<file path="src/rtl/bfs_pkg.sv">
package bfs_pkg;
  typedef enum logic [2:0] {
    SRC_NONE  = 3'd0,
    SRC_DROOP = 3'd1,
    SRC_BOOT  = 3'd2,
    SRC_UV    = 3'd3,
    SRC_HALL  = 3'd4,
    SRC_TEMP  = 3'd5,
    SRC_LEAD  = 3'd6
  } src_e;

  function automatic int unsigned us_to_cycles(int unsigned us, int unsigned per_us);
    return us * per_us;
  endfunction

  // hits[0]=droop .. hits[5]=lead; lowest index wins
  function automatic src_e first_src(logic [5:0] hits);
    src_e r;
    r = SRC_NONE;
    for (int i = 5; i >= 0; i--) begin
      if (hits[i]) r = src_e'(3'(i + 1));
    end
    return r;
  endfunction
endpackage

</file>
<file path="src/rtl/bfs_droop_ctr.sv">
module bfs_droop_ctr #(
  parameter int unsigned LIMIT = 3,
  localparam int unsigned CW = $clog2(LIMIT + 1)
) (
  input  logic          clk,
  input  logic          rst_n,
  input  logic          clr_all,
  input  logic          comm,
  input  logic          evt,
  input  logic          coast,
  input  logic          charged,
  output logic          accept,
  output logic          over,
  output logic          rchg,
  output logic [CW-1:0] cnt
);
  logic [CW-1:0] cnt_base;

  always_comb begin
    cnt_base = comm ? '0 : cnt;
    accept   = evt && (cnt_base < CW'(LIMIT));
    over     = evt && (cnt_base >= CW'(LIMIT));
  end

  always_ff @(posedge clk or negedge rst_n) begin
    if (!rst_n) begin
      cnt  <= '0;
      rchg <= 1'b0;
    end else if (clr_all) begin
      cnt  <= '0;
      rchg <= 1'b0;
    end else begin
      cnt <= accept ? cnt_base + 1'b1 : cnt_base;
      if (coast)               rchg <= 1'b0;
      else if (accept)         rchg <= 1'b1;
      else if (rchg && charged) rchg <= 1'b0;
    end
  end
endmodule

</file>
<file path="src/rtl/bfs_boot_timer.sv">
module bfs_boot_timer #(
  parameter int unsigned WIN = 8500,
  localparam int unsigned TW = $clog2(WIN + 1)
) (
  input  logic clk,
  input  logic rst_n,
  input  logic clr_all,
  input  logic ls_on,
  input  logic charge_hi,
  output logic tmo
);
  logic          ls_d, armed;
  logic [TW-1:0] tcnt;

  assign tmo = armed && ls_on && (tcnt == TW'(WIN)) && charge_hi;

  always_ff @(posedge clk or negedge rst_n) begin
    if (!rst_n) begin
      ls_d  <= 1'b0;
      armed <= 1'b0;
      tcnt  <= '0;
    end else begin
      ls_d <= ls_on;
      if (clr_all) begin
        armed <= 1'b0;
        tcnt  <= '0;
      end else if (ls_on && !ls_d) begin
        armed <= 1'b1;
        tcnt  <= TW'(1);
      end else if (armed && ls_on) begin
        if (tcnt == TW'(WIN)) armed <= 1'b0;
        else                  tcnt  <= tcnt + 1'b1;
      end else if (!ls_on) begin
        armed <= 1'b0;
      end
    end
  end
endmodule

</file>
<file path="src/rtl/bfs_stall_watch.sv">
module bfs_stall_watch #(
  parameter int unsigned WIN = 50000,
  localparam int unsigned SW = $clog2(WIN + 1)
) (
  input  logic clk,
  input  logic rst_n,
  input  logic clr_all,
  input  logic comm,
  input  logic lat,
  output logic stalled
);
  logic [SW-1:0] scnt;

  always_ff @(posedge clk or negedge rst_n) begin
    if (!rst_n) begin
      scnt    <= '0;
      stalled <= 1'b0;
    end else if (clr_all) begin
      scnt    <= '0;
      stalled <= 1'b0;
    end else if (comm) begin
      scnt <= '0;
    end else if (lat && !stalled) begin
      if (scnt == SW'(WIN - 1)) stalled <= 1'b1;
      else                      scnt    <= scnt + 1'b1;
    end else if (!lat) begin
      scnt <= '0;
    end
  end
endmodule

</file>
<file path="src/rtl/bridge_fault_sup.sv">
module bridge_fault_sup #(
  parameter int unsigned CLK_PER_US  = 50,
  parameter int unsigned BOOT_US     = 170,
  parameter int unsigned STALL_US    = 1000,
  parameter int unsigned DROOP_LIMIT = 3
) (
  input  logic       clk,
  input  logic       rst_n,
  input  logic       dis_i,
  input  logic       comm_stb_i,
  input  logic       hs_on_i,
  input  logic       ls_on_i,
  input  logic       gs_droop_i,
  input  logic       boot_ihi_i,
  input  logic       node_hi_i,
  input  logic       vreg_hi_i,
  input  logic       vreg_lo_i,
  input  logic       hall_bad_i,
  input  logic       temp_hi_i,
  input  logic       lead_short_i,
  output logic       fault_o,
  output logic       coast_o,
  output logic       recharge_o,
  output logic [2:0] fault_src_o,
  output logic       stalled_o
);
  import bfs_pkg::*;

  localparam int unsigned BOOT_CYC  = us_to_cycles(BOOT_US, CLK_PER_US);
  localparam int unsigned STALL_CYC = us_to_cycles(STALL_US, CLK_PER_US);
  localparam int unsigned CW        = $clog2(DROOP_LIMIT + 1);

  logic          uv_q, fault_lat, hs_d;
  src_e          src_q;
  logic          droop_ok, droop_over, boot_tmo, lead_hit, rchg;
  logic          set_any, clr_lat;
  logic [CW-1:0] droop_cnt;
  logic [5:0]    hits;

  assign fault_o     = fault_lat || uv_q || hall_bad_i || temp_hi_i;
  assign coast_o     = fault_o || dis_i;
  assign recharge_o  = rchg && !coast_o;
  assign fault_src_o = src_q;

  assign lead_hit = hs_on_i && hs_d && lead_short_i;
  assign set_any  = !dis_i && (droop_over || boot_tmo || lead_hit);
  assign clr_lat  = comm_stb_i && !stalled_o;
  assign hits     = {lead_hit, temp_hi_i, hall_bad_i, uv_q, boot_tmo, droop_over};

  bfs_droop_ctr #(.LIMIT(DROOP_LIMIT)) u_droop (
    .clk(clk), .rst_n(rst_n), .clr_all(dis_i), .comm(comm_stb_i),
    .evt(gs_droop_i), .coast(coast_o), .charged(!boot_ihi_i && !node_hi_i),
    .accept(droop_ok), .over(droop_over), .rchg(rchg), .cnt(droop_cnt)
  );

  bfs_boot_timer #(.WIN(BOOT_CYC)) u_boot (
    .clk(clk), .rst_n(rst_n), .clr_all(dis_i), .ls_on(ls_on_i),
    .charge_hi(boot_ihi_i || node_hi_i), .tmo(boot_tmo)
  );

  bfs_stall_watch #(.WIN(STALL_CYC)) u_stall (
    .clk(clk), .rst_n(rst_n), .clr_all(dis_i), .comm(comm_stb_i),
    .lat(fault_lat), .stalled(stalled_o)
  );

  always_ff @(posedge clk or negedge rst_n) begin
    if (!rst_n) begin
      uv_q      <= 1'b1;
      hs_d      <= 1'b0;
      fault_lat <= 1'b0;
      src_q     <= SRC_NONE;
    end else begin
      hs_d <= hs_on_i;
      if (!vreg_lo_i)     uv_q <= 1'b1;
      else if (vreg_hi_i) uv_q <= 1'b0;
      if (dis_i) begin
        fault_lat <= 1'b0;
        src_q     <= SRC_NONE;
      end else begin
        fault_lat <= (fault_lat && !clr_lat) || set_any;
        if (clr_lat)                src_q <= SRC_NONE;
        else if (src_q == SRC_NONE) src_q <= first_src(hits);
      end
    end
  end
endmodule

</file>
<file path="config.mk">
export PLATFORM = sky130hd
export DESIGN_NAME = bridge_fault_sup
export DESIGN_NICKNAME = d
export VERILOG_FILES = /design/src/rtl/bfs_pkg.sv /design/src/rtl/bfs_droop_ctr.sv /design/src/rtl/bfs_boot_timer.sv /design/src/rtl/bfs_stall_watch.sv /design/src/rtl/bridge_fault_sup.sv
export SDC_FILE = /design/constraint.sdc
export NUM_CORES = 1
export LEC_CHECK = 0
export BUFFER_PORTS_ARGS = -buffer_cell sky130_fd_sc_hd__buf_2
export CAP_MARGIN = 10
export CORE_MARGIN = 1
export CORE_UTILIZATION = 49
export CTS_BUF_LIST = sky130_fd_sc_hd__clkbuf_4 sky130_fd_sc_hd__clkbuf_8
export CTS_CLUSTER_DIAMETER = 100
export DETAILED_ROUTE_END_ITERATION = 12
export HOLD_SLACK_MARGIN = 0.1
export PLACE_DENSITY_LB_ADDON = 0.1
export RECOVER_POWER = 50
export SYNTH_ARGS = -nofsm -noshare
export SYNTH_HDL_FRONTEND = slang
export SYNTH_SLANG_ARGS = --single-unit
export TNS_END_PERCENT = 50
</file>
<file path="constraint.sdc">
create_clock -name clk -period 3.6 [get_ports clk]
set_input_delay 0.54 -clock clk [delete_from_list [all_inputs] [get_ports clk]]
set_output_delay 0.54 -clock clk [all_outputs]
set_load 0.02 [all_outputs]
</file>
# --- Word level (Yosys, flattened, before mapping) ---
# Cells that the tools add are included.
word_totals:
  register_bits: 42
  n_memories: 0
  elab_cells: 102
  inputBits: 14
  ram_bits: 0
  latch_bits: 0
  rom_bits: 0
classes:
  n_mul: 0
  bitwise: 0
  n_lt_le_gt_ge: 2
  mux: 37
  div: 0
  addsub: 3
  n_shift: 0
  n_reduce_logical: 40
  eq_ne: 9
ops:
  columns: ["operator", "n"]
  rows:
  - ["2-to-1 mux 16 bit", 5]
  - ["2-to-1 mux 14 bit", 4]
  - ["2-to-1 mux 3 bit", 9]
  - ["adder 16 x 1 -> 16 bit, second input constant", 1]
  - ["== test 16 bit, second input constant", 1]
  - ["2-to-1 mux 1 bit", 16]
  - ["logical AND 1 bit", 15]
  - ["adder 14 x 1 -> 14 bit, second input constant", 1]
  - ["== test 14 bit, second input constant", 1]
  - ["logical OR 1 bit", 8]
  - ["inequality test 4 bit, second input constant", 2]
  - ["logical NOT 1 bit", 7]
  - ["2-to-1 mux 2 bit", 3]
  - ["AND reduction 2 bit", 3]
  - ["nonzero test 3 bit", 2]
  - ["inequality test 2 bit, second input constant", 2]
  - ["inequality test 4 x 2 -> 1 bit, second input constant", 1]
  - ["inequality test 4 x 3 -> 1 bit, second input constant", 1]
  - ["nonzero test 2 bit", 2]
  - ["nonzero test 4 bit", 1]
  - ["logical NOT 3 bit", 1]
  - ["inequality test 3 x 2 -> 1 bit, second input constant", 1]
  - ["AND reduction 3 bit", 1]
  - ["adder 2 x 1 -> 2 bit, second input constant", 1]
  - ["2 further kinds", 2]

# --- Logic depth before layout (Yosys ltp) ---
# Gate-level depths: netlist (run 1).
logic_depth:
  word_depth: 11
  ltp_mapped: 6
  depth_no_buf: 6

# --- By module ---
# Synthesis (run 1) repeated with hierarchy kept, for this count alone.
unflattened:
  cells_unflattened: 242
  area_unflattened_um2: 2328.5
by_module_without_submodules:
  columns: ["mod", "area_each_um2", "n_inst", "seq_area_each_um2", "cells_each"]
  rows:
  - ["bfs_stall_watch", 960.9, 1, 425.4, 99]
  - ["bfs_boot_timer", 893.4, 1, 400.4, 94]
  - ["bridge_fault_sup", 309.0, 1, 151.4, 34]
  - ["bfs_droop_ctr", 165.2, 1, 75.1, 15]

# --- Least setup slack after synthesis (run 1) ---
# Ideal clock, no wire load.
synth_path:
  kind: "input -> output"
  startpoint: "input port dis_i"
  endpoint: "output port recharge_o"
  path_stages: 4
  t_arrival_ps: 1373
  path_buffers: 1
  required_ps: 3060
  slack_ps: 1687
  cell_sequence: "clkbuf_1 -> inv_1 -> nand3_1 -> nor2_1"
synth_via:
  elab_chain_cells: 3
synth_rtl:
  columns: ["element", "line", "source"]
  rows:
  - ["start, declared", "bridge_fault_sup.sv:9", "input logic dis_i,"]
  - ["logical OR 1 bit", "bridge_fault_sup.sv:41", "assign coast_o = fault_o || dis_i;"]
  - ["net coast_o", "bridge_fault_sup.sv:22", "output logic coast_o,"]
  - ["logical NOT 1 bit", "bridge_fault_sup.sv:42", "assign recharge_o = rchg && !coast_o;"]
  - ["logical AND 1 bit", "bridge_fault_sup.sv:42", null]
  - ["end, declared", "bridge_fault_sup.sv:23", "output logic recharge_o,"]
# The timed path passes the listed nets, and every way through them passes these cells.

==> results of run 1 <==
-- registers in the layout, summed over array words and instances, names as in the netlist --
signal,cells
u_droop.cnt,2
u_boot.tcnt,14
hs_d,1
u_stall.stalled,1
uv_q,1
u_stall.scnt,16
fault_src_o,3
u_droop.rchg,1
fault_lat,1
u_boot.ls_d,1
u_boot.armed,1
-- routing by layer --
| metal | routed length (um) | track usage [%] | vias up |
|---|---|---|---|
| li1 | - | - | 901 |
| met1 | 2370 | 30.3 | 845 |
| met5 | 0 | 0 | - |
| met3 | 117 | 4.36 | 7 |
| met4 | 68 | 9.07 | 0 |
| met2 | 1860 | 29.6 | 26 |
-- metrics by stage --
stage                     power, mW  instance area, um2  util (%)
final                         0.841                2420      55.6
after global routing          0.877                2420      55.6
after floorplan               0.522                2210         -
after CTS                     0.849                2420      55.7
after detailed placement      0.551                2340      53.8
after global placement        0.551                2340      53.8
-- cell type report --
cell class	instances	area (um2)	share of cell area, %
clock buffers	7	83.8	3.46
flip-flops and latches	42	1050	43.5
well taps	52	65.1	2.69
inverters	10	37.5	1.55
multi-input cells	180	1090	44.9
repair buffers	20	96.3	3.98
-- power by group through the flow --
stage,Combinational [mW],Sequential (mW),Clock (mW)
after CTS,0.0566,0.485,0.308
after floorplan,0.0265,0.496,0
after global placement,0.0563,0.495,0
after detailed placement,0.0566,0.494,0
final,0.0549,0.485,0.301
after global routing,0.0632,0.486,0.328
-- cells in the mapped netlist, types with 2 or more instances --
cell type,count
sky130_fd_sc_hd__ha_1,4
sky130_fd_sc_hd__xnor2_1,11
sky130_fd_sc_hd__o21ai_0,16
sky130_fd_sc_hd__nor3_1,7
sky130_fd_sc_hd__nand2b_1,2
sky130_fd_sc_hd__nand3_1,9
sky130_fd_sc_hd__nor2_1,23
sky130_fd_sc_hd__and2_1,3
sky130_fd_sc_hd__or4_1,5
sky130_fd_sc_hd__nor4_1,3
sky130_fd_sc_hd__nor4b_1,3
sky130_fd_sc_hd__buf_6,2
sky130_fd_sc_hd__nor2b_1,5
sky130_fd_sc_hd__nand2_1,18
sky130_fd_sc_hd__mux2i_1,3
sky130_fd_sc_hd__a31oi_1,2
sky130_fd_sc_hd__a21oi_1,21
sky130_fd_sc_hd__inv_1,10
sky130_fd_sc_hd__nand4_1,9
sky130_fd_sc_hd__clkbuf_1,2
sky130_fd_sc_hd__and3_1,2
sky130_fd_sc_hd__or3_1,12
sky130_fd_sc_hd__dfrtp_1,41
-- kinds of logic (layout without fill, tap and decap cells) --
| logic type | count (synthesis) | after routing |
|---|---|---|
| AO/OA/AOI/OAI | 49 | 49 |
| XOR/XNOR | 12 | 12 |
| adder cells (fa/ha/maj) | 4 | 4 |
| buffers and inverters | 15 | 37 |
| flip-flops | 42 | 42 |
| multiplexers | 3 | 3 |
| AND/OR/NAND/NOR | 112 | 112 |
-- worst paths after layout --
check | start | end | slack [ns] | cells past startpoint
max | rst_n | u_boot.tcnt[12] | 1.40 | 1
min | hs_on_i | hs_d | 0.37 | 1
max reg2reg | u_stall.stalled | u_stall.scnt[11] | 1.66 | 4
min reg2reg | u_droop.rchg | u_droop.rchg | 0.56 | 2
max in group clk | u_stall.stalled | u_stall.scnt[11] | 1.66 | 4
min in group asynchronous | rst_n | u_stall.scnt[13] | 0.91 | 1
==> run summary, run 1 <==
The flow ran to the end, but the final reports show violations. The checks that failed: max-capacitance violations, max-slew violations. The CTS root buffer is sky130_fd_sc_hd__clkbuf_8.

The mean instance size in the synthesized netlist is 9.33 um2. The fraction of registers with async set or reset after synthesis is 100%. The synthesized cell area is 2210 um2. The detailed placer's ending HPWL came out at 3090 um.

The count of cells resized by post-cts repair is 0. The number of DRC violations after detailed-routing iteration 0 is 96. The static power due to leakage is 0.990 nW. The design internal power came out at around 650 uW. Leaving out fill and tap cells, the most frequent cell in the layout is sky130_fd_sc_hd__dfrtp_1. The share of power burned in registers is 57.7%. The post-synthesis simple-gate area fraction came out at between 20% and 30%. The nature of the critical path startpoint is an input pin.

The number of H-tree levels came out at 2. The multiplexer share of the synthesized area is 1.36%. The initial antenna violation count came out at 0. Adding up every negative setup slack in the final design gives 0 ns. The areal power density over the cells is roughly 350 nW/um2. The post-synth net total came out at about 260.

The data arrival time of the critical path is 2.14 ns. In this run, synthesis produced a sequential element count of 42. Once the floorplan was initialized, standard cells occupied 50.8% of the core. The share of the clock period used by the worst path after layout came out at 61.0%.

The repair_antennas step left the layout with diodes totalling 0. The max-slew violation count is 43. The clock network accounts for 35.8% of the total power. The post-route clock skew is 0.00344 ns.

The full die area is 4780 um2. The number of detailed-routing iterations run before antenna repair is 4. The signal on the critical path passes through clkbuf_1. Leaving out fill and tap cells, the most frequent cells in the layout are sky130_fd_sc_hd__dfrtp_1 (41), sky130_fd_sc_hd__nor2_1 (23), sky130_fd_sc_hd__a21oi_1 (21). The count of final setup violators came out at 0.

The detailed-route wire length per cell is between 10 and 15 um. The largest family of logic cells by synthesized area is simple AND/OR/NAND/NOR gates. The fmax came out at roughly 0.46 GHz.

Counting every sink on the clock net gives 42. The worst hold slack across all endpoints came out at 0.373 ns. The count of warnings emitted by yosys came out at 0. The largest delay contributor family on the critical path is buffers and inverters. The number of vias per cell came out at 5.72. The share of the synthesized area in the top cell type came out at between 40% and 50%. The highest ir drop seen on vdd is 0.000201 V. The routed layout has 1779 vias. The count of distinct cell types in the synthesized netlist came out at 47. The synthesized netlist devotes roughly 4.8% of its cell area to XOR and XNOR gates.

After the last flow step, the layout net total stands at 277. The number of buffers inserted by hold repair at cts is 0. From synthesis to final layout, the design area changed by 9.51%. The number of standard cells after synthesis is 237. The die span in x came out at 69.2 um. The die span in y came out at around 69 um. STA classifies the critical path endpoint as an asynchronous set/reset pin. The number of setup buffers added after CTS is 0.

The worst hold path class is input pin to flop. In this run, the combinational gates consume under 10% of the power. Clock tree synthesis inserted a total of 5 buffers. The worst setup path is of the input pin to asynchronous set/reset pin kind. The sum of overflow across all layers after global routing is 0. The hold violation total from the final report is 0. The transition time at the pin with the least slew margin came out at approximately 2.3 ns. The number of enable-type register cells in the synthesized netlist is 0.

Of the total power, the share spent switching nets is between 20% and 30%. The final cell count without fillers is between 300 and 400. The area of the placeable core is 4350 um2. sky130_fd_sc_hd__dfrtp_1 takes more of the synthesized area than any other cell. The CTS clock-pin slew for the worst setup and hold paths came out at 0.07 ns. The adder and majority cell fraction of the synthesized area came out at 2.26%. The number of placement rows came out at 24. The largest individual stage delay along the critical path comes from the cell sky130_fd_sc_hd__clkbuf_1. Counting the fill cells in the layout gives 394. The leading register cell type out of synthesis is sky130_fd_sc_hd__dfrtp_1. The aggregate global-route resource usage came out at 20.6%. For this design the total switching power over the nets is 195 uW. The first global-routing pass estimated 7820 um of wire. The insertion delay to the later sink of the worst-skew pair is between 0.2 and 0.3 ns. By area the synthesized netlist is led by sky130_fd_sc_hd__dfrtp_1 (46%), sky130_fd_sc_hd__a21oi_1 (4.8%), sky130_fd_sc_hd__xnor2_1 (4.4%), sky130_fd_sc_hd__nor2_1 (3.9%), sky130_fd_sc_hd__o21ai_0 (3.6%). The fraction of final layout cells sized beyond drive strength 1 is 10.8%. The number of I/O port buffers came out at 20. The pin count of the biggest net entering global routing came out at 43. Including well taps, the total number of placed cells is 304. The final antenna-violating net count came out at 0. Setup repair after global routing left no endpoint under its margin. The pre-CTS setup slack is 1.65 ns. The maximum fanout count along the critical path came out at 42.

The routed design could run at a clock period as short as about 2.2 ns. The clock passes through at most 2 buffers. In this run the tightest slew margin relative to its limit is -50.2%.

TritonCTS built the clock tree. The count of max-cap constraint violations came out at 1. The weighted congestion reported at the end of routability-driven placement is 0.804. The area fraction in compound gates after synthesis came out at roughly an eighth. After detailed routing, the number of remaining DRC violations is 0. The via count of the first global-routing pass came to 1684.

The number of buffers and inverters on the critical path is 1. The proportion of synthesized chip area in sequential cells came out at ~48%. The worst stage delay on the critical path is roughly 1.6 ns. The routed wire length is 4410 um. The top-level port count is 21. For the worst setup path, the data required time is 3.54 ns. The worst path setup slack after routing came out at approximately 1.4 ns.
(Power assumes the default switching activity.)
==> run 2, diff against run 1 <==
ABC_AREA = 1   (was unset)
clock period = 2.1 ns   (was 3.6 ns; I/O delays follow)
==> run 2 against run 1 <==
  * The run now ends clean
  * Die area up 18%
  * Routed wire length up 28%
  * Synthesized cell count up 51%
  * Critical path type is now input pin to output pin
  * Largest power group unchanged
==> run summary, run 2 <==
Traced cell by cell, the critical path runs through buf_2 -> inv_1 -> nand4_1 -> nor2_1 -> buf_2. The weighted congestion reported at the end of routability-driven placement is about 0.86. In the synthesized netlist, the cells that appear most often are sky130_fd_sc_hd__nand2_1 (84), sky130_fd_sc_hd__nor2_1 (54), sky130_fd_sc_hd__dfrtp_1 (41), sky130_fd_sc_hd__inv_1 (38), sky130_fd_sc_hd__nand3_1 (37). The path type of the worst setup path is input pin to output pin.

The transition time at the pin with the least slew margin is 0.616 ns. Combinational logic is responsible for 8.3% of the overall power. In the final layout, the share of cells above drive strength 1 is 17.1%. The post-synth net total is 377.

The via count of the first global-routing pass came out at 2183. The run finished with clean final reports. The maximum fanout count along the critical path came out at 13. The most used flip-flop cell after synthesis is sky130_fd_sc_hd__dfrtp_1. The die span in x came out at roughly 75 um. The relative contribution of the clock network to total power is 41.1%. The number of detailed-routing iterations run before antenna repair is 4. Of all flip-flops after synthesis, the portion carrying an async set or reset was 100%. The count of warnings emitted by yosys is 0. The number of buffers and inverters on the critical path is 3. The initial antenna violation count is 0. The area growth from synthesis to layout came out at 11.3%.

In the final design database the tool counted 404 nets. The count of distinct cell types in the synthesized netlist is 29. The aggregate global-route resource usage came out at a little under a quarter. Once the floorplan was initialized, standard cells occupied 51.1% of the core. The most frequent standard cell in the layout excluding fill and tap cells is sky130_fd_sc_hd__nand2_1. The area of the placeable core came out at 5110 um2. The pin count of the biggest net entering global routing is 19. The post-synthesis simple-gate area fraction is between 30 and 40%. The CTS clock-pin slew for the worst setup and hold paths came out at 0.07 ns. The register with the most flip-flops in the layout has 16 of them. Ranked by flip-flop count, first place goes to u_stall.scnt.

For this design the total switching power over the nets is just under 400 uW. The worst hold slack across all endpoints is around 0.17 ns. STA classifies the critical path startpoint as an input pin. For this run, the slowest stage of the critical path takes 0.33 ns.

The adder and majority cell fraction of the synthesized area came out at 1.92%. The internal portion of the total power is 1.27 mW. The smallest clock period supported by the final layout is computed as 1.65 ns.

The final antenna diode count is 0. In the layout the commonest cells are sky130_fd_sc_hd__nand2_1 (84), sky130_fd_sc_hd__nor2_1 (54), sky130_fd_sc_hd__dfrtp_1 (41). The detailed-route wire length per cell came out at around 12 um.

The final antenna-violating net count came out at 0. For the worst setup path, the data required time is about 1.8 ns. The most common cell in the synthesized netlist is sky130_fd_sc_hd__nand2_1. The first global-routing pass estimated 9850 um of wire. The slowest stage of the critical path belongs to the cell sky130_fd_sc_hd__inv_1. The top-level port count is 21. The number of standard cells after synthesis is 359.

The number of buffers created by CTS is 5. STA classifies the critical path endpoint as an output pin. The count of max-cap constraint violations came out at 0. The share of the core filled with cells in the final layout is 56.9%. Row generation in the floorplan step produced 26 rows. The insertion delay to the later sink of the worst-skew pair is 0.30 ns. The headroom to the max-slew limit is 58.9%. The synthesized cell area came out at 2610 um2. The highest ir drop seen on vdd is 0.000413 V. The mean instance size in the synthesized netlist came out at a little over 7 um2. The tightest min-delay check is of the input pin to flop type. The full die area is 5630 um2. The area fraction in compound gates after synthesis is about 10%. The max-slew violation count is 0. The detailed placer's ending HPWL is around 4300 um. The number of H-tree levels is 2. The static power due to leakage is 1.34 nW. In the post-synthesis netlist, the biggest area contributors are sky130_fd_sc_hd__dfrtp_1 (39%), sky130_fd_sc_hd__nand2_1 (12%), sky130_fd_sc_hd__nor2_1 (7.8%), sky130_fd_sc_hd__nand3_1 (7.1%), sky130_fd_sc_hd__inv_1 (5.5%). The most repeated library cell on the critical path is sky130_fd_sc_hd__buf_2. The number of vias in the routed layout is 2325.

The cell family contributing the most delay on the critical path is buffers and inverters. The areal power density over the cells is 571 nW/um2. Net switching is between 20% and 30% of the power. The tree is rooted in a sky130_fd_sc_hd__clkbuf_8. Measured against the total synthesized area, the mux share comes to 0%. Setup repair after global routing left no endpoint under its margin. The cell area after placement came out at 2790 um2.

The share of the clock period used by the worst path after layout is between 70% and 80%. For this run, the top clock speed supported by timing is 0.606 GHz. The final cell count without fillers is 457. The count of cells resized by post-cts repair came out at 0. After synthesis, the largest area contributor takes up 39.3% of total cell area.

The die span in y is 75 um. The number of I/O port buffers came out at 20. Registers are responsible for around half of the overall power. The most area-hungry cell type in the Yosys netlist is sky130_fd_sc_hd__dfrtp_1. The hold violation total from the final report was 0.

The total placed cells including tap cells is about 450. Using the TritonRoute via totals, the vias-per-cell ratio works out to 5.09. For this design, the sink count on the clock tree is 42. TritonCTS built the clock tree. The detailed router finished its first iteration with 130 violations. The proportion of synthesized chip area in sequential cells is 40.3%. The fraction of synthesized cell area in xor and xnor cells is 1.34%. The sum of overflow across all layers after global routing came out at 0. The count of final setup violators came out at 0. The post-route clock skew came out at between 0.01 and 0.015 ns. The flip-flop and latch count after synthesis came out at 42.

For this run, design rule violations remaining after detail routing come to 0. The setup TNS came out at 0 ns. The maximum buffer depth of the clock tree came out at 2. After synthesis, the largest family of logic cells by area is simple AND/OR/NAND/NOR gates. The post-route cell area came out at 2910 um2.

Counting flops with a built-in enable in the synthesized netlist gives 0. The routed wire length is around 5700 um. STA puts the critical path data arrival time at 1.34 ns.
run 2: power by group through the flow:
| stage | clock network (mW) | logic, mW | registers [mW] |
|---|---|---|---|
| 2_1_floorplan | 0 | 0.0780 | 0.859 |
| 3_3_place_gp | 0 | 0.141 | 0.854 |
| 3_5_place_dp | 0 | 0.141 | 0.855 |
| 4_1_cts | 0.697 | 0.143 | 0.839 |
| 5_1_grt | 0.729 | 0.161 | 0.841 |
| 6_report | 0.682 | 0.139 | 0.839 |
run 2: layout make-up:
class                   count  area [um2]
clock inverters             1        30.0
inverters                  45         169
repair buffers             24         124
clock buffers               7        90.1
flip-flops and latches     42        1050
multi-input cells         268        1350
well taps                  70        87.6
fillers                   490        2200
run 2: final timing paths:
check                                     start               to  slack [ns]  depth (start not counted)
min in group asynchronous                 rst_n  u_stall.scnt[3]        0.53                          2
max in group asynchronous                 rst_n             uv_q        0.68                          3
worst max register to register  u_stall.scnt[0]  u_stall.scnt[5]        0.45                         11
worst min register to register  u_stall.scnt[1]  u_stall.scnt[1]        0.52                          2
worst min-delay path                    hs_on_i             hs_d        0.17                          1
worst max-delay path                      dis_i       recharge_o        0.45                          5
run 2: per-layer routing:
metal  up-vias  track usage [%]  wire length [um]
li1       1210                -                 -
met2        41             39.0              2710
met4         0             8.39               102
met1      1066             30.0              2690
met3         8             4.69               152
met5         -                0                 0
run 2: repair_timing:
action                                 CTS  global route
setup buffers                            0             0
endpoints found under the hold margin    9             0
setup endpoints to repair                0             0
hold buffers                             1             0
run 2: logic make-up after synthesis:
| family | after synthesis |
|---|---|
| AND/OR/NAND/NOR | 217 |
| buffers and inverters | 49 |
| AO/OA/AOI/OAI | 43 |
| flip-flops | 42 |
| XOR/XNOR | 4 |
| adder cells (fa/ha/maj) | 4 |
run 2: through the flow:
stage | power (mW) | setup WS [ns]
2_1_floorplan | 0.937 | 0.535
4_1_cts | 1.68 | 0.432
5_1_grt | 1.73 | 0.254
3_5_place_dp | 0.996 | 0.430
6_report | 1.66 | 0.450
3_3_place_gp | 0.995 | 0.444
==> run 3, diff against run 2 <==
ABC_AREA = 0   (was 1)
clock period = 1.6 ns   (was 2.1 ns; I/O delays follow)
==> run 3 against run 2 <==
  * The run now ends with negative setup slack left
  * Cell area increased by 9.9%
  * Routed wire length decreased by 1.1%
  * Clock skew decreased by 0.0061 ns
  * Power increased by 28%
  * Critical path depth unchanged
  * Utilization increased by 16 points
  * Global-route usage increased by 1.4 points
  * First-iteration DRC count increased by 42%
  * Sequential power increased by 30%
  * Final cell count decreased by 17%
  * Critical path type is now flop to flop
==> run summary, run 3 (synthesis gave the netlist of run 1 again) <==
The top-level port count is 21. The library cell used most frequently in the layout, excluding fill and tap cells, is sky130_fd_sc_hd__buf_4. The flip-flop count of the largest register after layout came out at 16. The nature of the critical path startpoint is a flop. Between clock sinks in the finished design, the worst skew comes to between 0.004 and 0.005 ns. The critical-path cell with the highest stage delay is sky130_fd_sc_hd__or4_4. The count of max-cap constraint violations came out at 0.

In the routed design, unresolved DRC markers number 0. The setup TNS came out at -0.776 ns. The critical path goes through nand4_1 -> buf_4 -> or4_4 -> or3_4 -> a21oi_2. The area growth from synthesis to layout is 44.4%.

The number of placement rows came out at 24. The full die area is 4780 um2. The highest ir drop seen on vdd came out at 0.000592 V.

The number of clock sinks came out at 42. The path type of the worst setup path is flop to flop. TritonCTS built the clock tree.

The weighted congestion reported at the end of routability-driven placement is 0.797. The worst hold path class is input pin to flop. The tree is rooted in a sky130_fd_sc_hd__clkbuf_8. STA classifies the critical path endpoint as a flop. The initial antenna violation count is 0. In this run, the number of DRC markers left after iteration 0 of detailed routing was 184.

The top cell types in the final layout, fill and taps aside, are sky130_fd_sc_hd__buf_4 (59), sky130_fd_sc_hd__dfrtp_1 (40), sky130_fd_sc_hd__nor2_1 (22). The aggregate global-route resource usage came out at 24.7%. The final antenna-violating net count is 0. The final antenna diode count came out at 0. The worst path setup slack after routing is -0.138 ns. The run finished, with violations left.

The clock period minus final worst setup slack came out at 1.74 ns. The net count reported at finish came out at 346. The static power due to leakage came out at 1.38 nW. The max-slew violation count was 0. The data required time of the critical path is 1.83 ns.

The headroom to the max-slew limit is a little over a third. The worst stage delay on the critical path is between 0.5 and 0.6 ns. The maximum buffer depth of the clock tree came out at 2.

The number of detailed-routing iterations run before antenna repair is 4. The floorplan step set the die height to slightly below 70 um. The checks that failed: negative setup slack. The number of vias in the routed layout is 2085. Together, buffers and inverters on the worst path number 1. Once layout is complete, the utilization of the core stands at 73.3%. The wire-length estimate of the detail-placed layout is 3600 um. The worst register-to-register path has a setup slack of -0.14 ns. The count of final setup violators came out at 13. The detailed-route wire length per cell is around 15 um. The number of H-tree levels is 2. The sum of overflow across all layers after global routing came out at 0.

In this run, CTS created clock tree buffers numbering 5. The hold violation total from the final report is 0. The pin count of the biggest net entering global routing is 43. The starting density of the core came out at 50.8%. The area of the placeable core came out at 4350 um2. Setup repair after global routing could not meet its margin everywhere. The areal power density over the cells is 666 nW/um2. For the pin with the worst max-slew slack, the measured transition is 0.973 ns.

The data arrival time of the critical path is ~2.0 ns. The number of I/O port buffers came out at 20. Broken down by cell family, the worst path's largest delay share belongs to simple AND/OR/NAND/NOR gates.

After detailed routing, the number of vias per cell comes to 5.47. The fraction of final layout cells sized beyond drive strength 1 came out at 39.2%. Along the worst path, the maximum fanout reaches 4. The first-pass GRT wire length came out at 9390 um. The die span in x is 69.2 um. For the worst-skew pair, the clock arrives at the later sink with an insertion delay of 0.29 ns.

The share of the clock period used by the worst path after layout is 109%. The register with the highest flop count is u_stall.scnt. The CTS clock-pin slew for the worst setup and hold paths is around 0.08 ns.

The via count of the first global-routing pass came out at 2115. Based on the critical path, the design can be clocked at up to 0.575 GHz. Across all hold checks on the routed design, the worst slack comes to 0.238 ns. The routed wire length is 5600 um.
[run 3: final cells by class]
cell class                      instances  area, um2
Clock buffer                            7       83.8
Clock inverter                          1       30.0
Multi-Input combinational cell        180       1280
Fill cell                             314       1160
Tap cell                               52       65.1
Sequential cell                        42       1050
Timing Repair Buffer                   89        643
Inverter                               10       37.5
[run 3: worst register-to-register path: stages (launching register included)]
cell and delay [ns]:
sky130_fd_sc_hd__dfrtp_1 0.37, sky130_fd_sc_hd__nand4_1 0.16, sky130_fd_sc_hd__buf_4 0.18, sky130_fd_sc_hd__or4_4 0.51, sky130_fd_sc_hd__or3_4 0.34, sky130_fd_sc_hd__a21oi_2 0.12
[run 3: repair_timing]
action | CTS | global route
endpoints found under the hold margin | 43 | 0
setup buffers | 13 | 2
hold buffers | 4 | 0
pin swaps | 20 | 12
gates cloned | 0 | 0
setup endpoints to repair | 18 | 26
resized for setup | 15 | 25
[run 3: path summary, 6_finish.rpt]
kind	start	end	cells past startpoint
worst max-delay path	u_boot.tcnt[6]	u_boot.tcnt[12]	5
worst min-delay path	ls_on_i	u_boot.ls_d	2
worst max register to register	u_boot.tcnt[6]	u_boot.tcnt[12]	5
worst min register to register	fault_src_o[2]	fault_src_o[2]	1
max in group asynchronous	rst_n	u_stall.stalled	3
min in group asynchronous	rst_n	u_stall.scnt[12]	3
[run 3: routing by layer]
metal | wire length, um | global-route usage, % | up-vias
met5 | 0 | 0 | -
met4 | 37 | 7.48 | 0
li1 | - | - | 1039
met2 | 2760 | 41.3 | 38
met3 | 182 | 5.09 | 4
met1 | 2610 | 32.3 | 1004
[run 3: metrics by stage]
step	power, mW	std cells	setup WS (ns)	cell area, um2
2_1_floorplan	1.18	237	-0.252	2240
3_3_place_gp	1.26	354	-0.0992	2750
3_5_place_dp	1.26	354	-0.130	2750
4_1_cts	2.15	379	-0.102	3070
5_1_grt	2.21	381	-0.178	3190
6_report	2.13	381	-0.138	3190
[run 3: report_power, final]
group | switching, mW | internal (mW) | total [mW]
Sequential | 0.0131 | 1.08 | 1.09
Clock | 0.369 | 0.501 | 0.871
Combinational | 0.0974 | 0.0680 | 0.165
